File: src/rtl/irqa_pkg.sv
`timescale 1ns/1ps
package irqa_pkg;
  typedef enum logic [1:0] {
    REG_PCTL  = 2'd0,
    REG_XCTL  = 2'd1,
    REG_PSTAT = 2'd2,
    REG_XSTAT = 2'd3
  } irqa_reg_e;
endpackage

File: src/rtl/irqa_enable_reg.sv
`timescale 1ns/1ps
module irqa_enable_reg #(
  parameter int W = 3
) (
  input  logic         clk,
  input  logic         rst,
  input  logic         wr_stb,
  input  logic [W-1:0] wr_bits,
  output logic [W-1:0] en
);
  always_ff @(posedge clk) begin
    if (rst)         en <= '0;
    else if (wr_stb) en <= wr_bits;
  end
endmodule

File: src/rtl/irqa_rc_flags.sv
`timescale 1ns/1ps
// Clear-on-read flag group with a park register for events seen during a read.
module irqa_rc_flags #(
  parameter int N = 3
) (
  input  logic         clk,
  input  logic         rst,
  input  logic [N-1:0] evt,
  input  logic         rd_hold,   // read of this group in progress (incl. first cycle)
  input  logic         rd_done,   // first cycle after the read ended
  output logic [N-1:0] flags,
  output logic [N-1:0] pend
);
  for (genvar i = 0; i < N; i++) begin : g_bit
    always_ff @(posedge clk) begin
      if (rst) begin
        flags[i] <= 1'b0;
        pend[i]  <= 1'b0;
      end else if (rd_done) begin
        flags[i] <= pend[i] | evt[i];
        pend[i]  <= 1'b0;
      end else if (rd_hold) begin
        pend[i]  <= pend[i] | evt[i];
      end else begin
        flags[i] <= flags[i] | evt[i];
      end
    end
  end
endmodule

File: src/rtl/irqa_w0c_flags.sv
`timescale 1ns/1ps
// Write-zero-to-clear flag group; events take precedence over a clear.
module irqa_w0c_flags #(
  parameter int N = 3
) (
  input  logic         clk,
  input  logic         rst,
  input  logic [N-1:0] evt,
  input  logic         wr_stb,
  input  logic [N-1:0] wr_bits,
  output logic [N-1:0] flags
);
  for (genvar i = 0; i < N; i++) begin : g_bit
    always_ff @(posedge clk) begin
      if (rst)                      flags[i] <= 1'b0;
      else if (wr_stb && !wr_bits[i]) flags[i] <= evt[i];
      else                          flags[i] <= flags[i] | evt[i];
    end
  end
endmodule

File: src/rtl/irqa_rd_port.sv
`timescale 1ns/1ps
// Read-cycle tracking and registered read data. The data register doubles
// as the snapshot latch for a primary status read.
module irqa_rd_port
  import irqa_pkg::*;
#(
  parameter int ADDR_W = 2,
  parameter int DATA_W = 8,
  parameter int N_PRI  = 3,
  parameter int N_EXT  = 3
) (
  input  logic              clk,
  input  logic              rst,
  input  logic              rd_en,
  input  logic [ADDR_W-1:0] addr,
  input  logic [N_PRI-1:0]  pflags,
  input  logic [N_EXT-1:0]  xflags,
  input  logic [N_PRI-1:0]  pen,
  input  logic [N_EXT-1:0]  xen,
  input  logic              summary,
  output logic              rd_hold,
  output logic              rd_done,
  output logic              rd_busy,
  output logic [DATA_W-1:0] rd_data
);
  localparam logic [ADDR_W-1:0] A_PCTL  = ADDR_W'(REG_PCTL);
  localparam logic [ADDR_W-1:0] A_XCTL  = ADDR_W'(REG_XCTL);
  localparam logic [ADDR_W-1:0] A_PSTAT = ADDR_W'(REG_PSTAT);
  localparam logic [ADDR_W-1:0] A_XSTAT = ADDR_W'(REG_XSTAT);
  localparam int PAD_W = DATA_W - 1 - N_PRI;

  logic              rd_q;
  logic              start_pri;
  logic              in_read;
  logic [DATA_W-1:0] pst_word;
  logic [DATA_W-1:0] rd_mux;

  assign start_pri = rd_en && !rd_q && (addr == A_PSTAT);
  assign in_read   = rd_busy && rd_en;
  assign rd_hold   = start_pri || in_read;
  assign rd_done   = rd_busy && !rd_en;
  assign pst_word  = {summary, {PAD_W{1'b0}}, pflags};

  always_comb begin
    case (addr)
      A_PCTL:  rd_mux = DATA_W'(pen);
      A_XCTL:  rd_mux = DATA_W'(xen);
      A_PSTAT: rd_mux = pst_word;
      A_XSTAT: rd_mux = DATA_W'(xflags);
      default: rd_mux = '0;
    endcase
  end

  always_ff @(posedge clk) begin
    if (rst) begin
      rd_q    <= 1'b0;
      rd_busy <= 1'b0;
      rd_data <= '0;
    end else begin
      rd_q    <= rd_en;
      rd_busy <= rd_hold;
      if (start_pri)    rd_data <= pst_word;
      else if (in_read) rd_data <= rd_data;
      else if (rd_en)   rd_data <= rd_mux;
    end
  end
endmodule

File: src/rtl/irq_flag_aggr.sv
`timescale 1ns/1ps
module irq_flag_aggr
  import irqa_pkg::*;
#(
  parameter int ADDR_W = 2,
  parameter int DATA_W = 8,
  parameter int N_PRI  = 3,
  parameter int N_EXT  = 3
) (
  input  logic              clk,
  input  logic              rst,
  input  logic              rd_en,
  input  logic              wr_en,
  input  logic [ADDR_W-1:0] addr,
  input  logic [DATA_W-1:0] wr_data,
  input  logic [N_PRI-1:0]  evt_pri,
  input  logic [N_EXT-1:0]  evt_ext,
  output logic [DATA_W-1:0] rd_data,
  output logic              irq_n
);
  localparam int N_MAX = (N_PRI > N_EXT) ? N_PRI : N_EXT;
  localparam logic [ADDR_W-1:0] A_PCTL  = ADDR_W'(REG_PCTL);
  localparam logic [ADDR_W-1:0] A_XCTL  = ADDR_W'(REG_XCTL);
  localparam logic [ADDR_W-1:0] A_XSTAT = ADDR_W'(REG_XSTAT);

  logic [N_PRI-1:0] pen, pflags, pri_pend;
  logic [N_EXT-1:0] xen, xflags;
  logic             summary, rd_hold, rd_done, rd_busy;
  logic             unused_wr_hi;

  assign unused_wr_hi = ^wr_data[DATA_W-1:N_MAX];

  irqa_enable_reg #(.W(N_PRI)) u_pen (
    .clk(clk), .rst(rst),
    .wr_stb(wr_en && addr == A_PCTL),
    .wr_bits(wr_data[N_PRI-1:0]),
    .en(pen)
  );

  irqa_enable_reg #(.W(N_EXT)) u_xen (
    .clk(clk), .rst(rst),
    .wr_stb(wr_en && addr == A_XCTL),
    .wr_bits(wr_data[N_EXT-1:0]),
    .en(xen)
  );

  irqa_rc_flags #(.N(N_PRI)) u_pri (
    .clk(clk), .rst(rst), .evt(evt_pri),
    .rd_hold(rd_hold), .rd_done(rd_done),
    .flags(pflags), .pend(pri_pend)
  );

  irqa_w0c_flags #(.N(N_EXT)) u_ext (
    .clk(clk), .rst(rst), .evt(evt_ext),
    .wr_stb(wr_en && addr == A_XSTAT),
    .wr_bits(wr_data[N_EXT-1:0]),
    .flags(xflags)
  );

  assign summary = (|(pflags & pen)) || (|(xflags & xen));

  irqa_rd_port #(
    .ADDR_W(ADDR_W), .DATA_W(DATA_W), .N_PRI(N_PRI), .N_EXT(N_EXT)
  ) u_rd (
    .clk(clk), .rst(rst), .rd_en(rd_en), .addr(addr),
    .pflags(pflags), .xflags(xflags), .pen(pen), .xen(xen),
    .summary(summary), .rd_hold(rd_hold), .rd_done(rd_done),
    .rd_busy(rd_busy), .rd_data(rd_data)
  );

  always_ff @(posedge clk) begin
    if (rst) irq_n <= 1'b1;
    else     irq_n <= !summary;
  end
endmodule

File: config.mk
export PLATFORM = sky130hd
export DESIGN_NAME = irq_flag_aggr
export DESIGN_NICKNAME = d
export VERILOG_FILES = /design/src/rtl/irqa_pkg.sv /design/src/rtl/irqa_enable_reg.sv /design/src/rtl/irqa_rc_flags.sv /design/src/rtl/irqa_w0c_flags.sv /design/src/rtl/irqa_rd_port.sv /design/src/rtl/irq_flag_aggr.sv
export SDC_FILE = /design/constraint.sdc
export NUM_CORES = 1
export LEC_CHECK = 0
export CAP_MARGIN = 40
export CORE_MARGIN = 4
export CORE_UTILIZATION = 45
export DETAILED_ROUTE_END_ITERATION = 8
export PLACE_DENSITY = 0.82
export SYNTH_ARGS = -nofsm -noshare
export SYNTH_HDL_FRONTEND = slang
export SYNTH_SLANG_ARGS = --single-unit
export TNS_END_PERCENT = 20
File: constraint.sdc
create_clock -name clk -period 2.25 [get_ports clk]
set_input_delay 0.225 -clock clk [delete_from_list [all_inputs] [get_ports clk]]
set_output_delay 0.225 -clock clk [all_outputs]
set_load 0.02 [all_outputs]
==> summary.txt <==
Outcome
  – Status: complete, no violations

Floorplanning
  – Core ar.: 2042 um^2
  – Initial core utilization: 49.75%
  – Chip Width: 55.52 um
  – Full die area: 3082 um^2
  – Top Ports: 29
  – Num rows: 16
  – Chip height: 55.52 um

Synthesis
  – Syn Area/Cell: 10.26 um^2
  – Number of synthesized flops with an enable pin: 0
  – Synth Area in Simple Gates: 13.42%
  – Main combinational cell family by area after synthesis: multiplexers
  – Fraction of synthesized cell area in xor and xnor cells: 0%
  – Post-synthesis sequential area ratio: 43.35%
  – Distinct cells, synth: 27
  – Syn. warnings: 0
  – Ys async rst share: 0%
  – Ys flop type: dfxtp_1
  – Cells after synthesis: 99
  – Netlist Area Pre-Place: 1016 um^2
  – Synth Area in Compound Gates: 16.01%
  – Adder-cell share of the synthesized area: 0%
  – #FFs+latches synth: 22
  – Mux share of post-synthesis cell area: 18.47%

Drt
  – WL final: 1912 um
  – Final ANT Viol Nets: 0
  – Via density per instance: 5.347
  – Detailed-router iteration count before antenna repair: 4
  – Vias: 770
  – 1st-iter DRT viols: 11
  – Wirelength per Cell: 13.28 um
  – DRC viols: 0

Clock tree
  – Worst-path clk slew: 0.12 ns
  – H-tree depth: 1
  – Hold buffer count at cts: 0
  – Clk_lat worst skew: 0.31 ns
  – Max Buffers Root-to-Sink: 2
  – Clk sinks: 22
  – Num CTS Buffers: 3
  – Root Driver: clkbuf_4
  – CTS tree: yes
  – Setup Buffers After CTS: 0
  – Cts repair resizes: 0

STA
  – Fin Setup TNS: 0 ns
  – Max Clk Rate: 653.8 MHz
  – Max Slew Vio Count: 0
  – PnR worst setup slack: 0.7206 ns
  – Final period util: 67.97%
  – Fin Clk Skew: 0.003479 ns
  – Final hold vios: 0
  – Final setup violation count: 0
  – Final Critical Period: 1.529 ns
  – RSZ-0062 raised after global routing: false
  – Hold_ws: 0.4454 ns

Placed design
  – Worst slack, placed: 0.3838 ns
  – Placed insts: 140
  – Port Buffers: 19
  – Dpl hpwl: 1465 um
  – Dpl cell area: 1196 um^2
  – GPL Wtd Cong: 0.7740

Global route
  – Global route total overflow: 0
  – Initial antenna violation count: 0
  – GRT Overall Usage: 13.08%
  – Vias in the first global route: 717
  – First-pass GRT wire length: 3243 um
  – Largest net degree at the start of global routing: 21

Finish
  – Nets: 138
  – Final instance area: 1232 um^2
  – Share of cells above drive strength 1: 10.26%
  – Final design utilization: 60.36%
  – Antenna diodes: 0
  – Non-filler instance count after layout: 144
  – Area Growth Syn to Fin: 21.31%

Power and ir drop
  – Peak VDD IR: 0.3831 mV
  – Leakage power: 0.4826 nW
  – PnR Total Power: 0.7597 mW
  – PwrDens: 616.4 nW/um^2

Worst setup path
  – Critical path required time: 2.45 ns
  – Critical path cell sequence: clkdlybuf4s50_1 > mux4_2 > mux2i_1 > a211oi_1
  – CP max FO: 7
  – Nature of the critical path startpoint: input pin
  – Kind of critical path: in2reg
  – Critical-path top delay cell: clkdlybuf4s50_1
  – Worst path max stage delay: 0.71 ns
  – Critical Path AT: 1.73 ns
  – CP endpoint kind: flip-flop

Job
  – Max Cap Viol: 0

Worst hold path
  – Worst hold-check path type: in2reg
[final cells by class]
cell class	count	area, um^2
clock buffers	4	36.28
multi-input cells	66	501.7
fillers	190	809.5
repair buffers	21	205.2
inverters	4	15.01
flip-flops and latches	22	440.4
well taps	27	33.78
[state kept, by name, summed over array words and instances (netlist names)]
signal and count:
u_rd.rd_data 4, u_ext.flags 3, u_pen.en 3, u_pri.flags 3, u_pri.pend 3, u_xen.en 3, irq_n 1, u_rd.rd_busy 1
u_rd.rd_q 1
[routing by layer]
layer,wire [um],track usage (%),vias to the layer above
li1,-,-,381
met1,894,17.31,365
met2,902,19.93,22
met3,102,3.030,2
met4,12,6.250,0
met5,0,0,-
[cell families after synthesis]
kind of cell | after synthesis
AOI/OAI and AO/OA | 25
buffers and inverters | 14
and+or+nand+nor | 22
muxes | 15
DFF | 22
other | 1
[layout by cell type, fill, tap and decap left out, types with 2 or more instances in the layout]
cell / count
a211oi_1: 3
a21boi_0: 3
a21oi_1: 7
a22oi_1: 3
buf_4: 2
clkbuf_4: 3
clkdlybuf4s50_1: 19
conb_1: 4
dfxtp_1: 22
inv_1: 4
mux2i_1: 12
mux4_2: 3
nand3_1: 4
nor2_1: 10
nor2b_1: 2
o21a_1: 3
o21ai_0: 3
[critical path, delay by kind of cell]
kind | cells | cell delay, ns
AO/OA/AOI/OAI | 1 | 0.08
buffers and inverters | 1 | 0.71
multiplexers | 2 | 0.71
[synthesized netlist by cell type, types with 2 or more instances]
master,number,area share (%)
a211oi_1,3,2.2
a21boi_0,3,2.2
a21oi_1,7,3.4
a22oi_1,3,2.2
buf_2,2,0.99
buf_4,4,3.0
buf_6,2,2.2
clkbuf_1,2,0.74
dfxtp_1,22,43
inv_1,4,1.5
mux2i_1,12,12
mux4_2,3,6.6
nand3_1,4,2.0
nor2_1,10,3.7
nor2b_1,2,1.2
o21a_1,3,2.2
o21ai_0,3,1.5
[report_power, final]
part | switching [mW] | internal (mW) | leakage (nW)
Clock | 0.118 | 0.0988 | 0.0210
Combinational | 0.0539 | 0.0641 | 0.281
Sequential | 0.0150 | 0.410 | 0.181
[worst paths after layout]
kind / startpoint / endpoint / slack [ns] / cells after the start
min: evt_ext[2] / u_ext.flags[2] / 0.45 / 3
max: addr[1] / u_rd.rd_data[0] / 0.72 / 4
min reg2reg: u_pri.pend[0] / u_pri.pend[0] / 0.49 / 1
max reg2reg: u_rd.rd_q / u_rd.rd_data[7] / 1.08 / 3
Note: power is estimated with default switching activity, not from simulation.
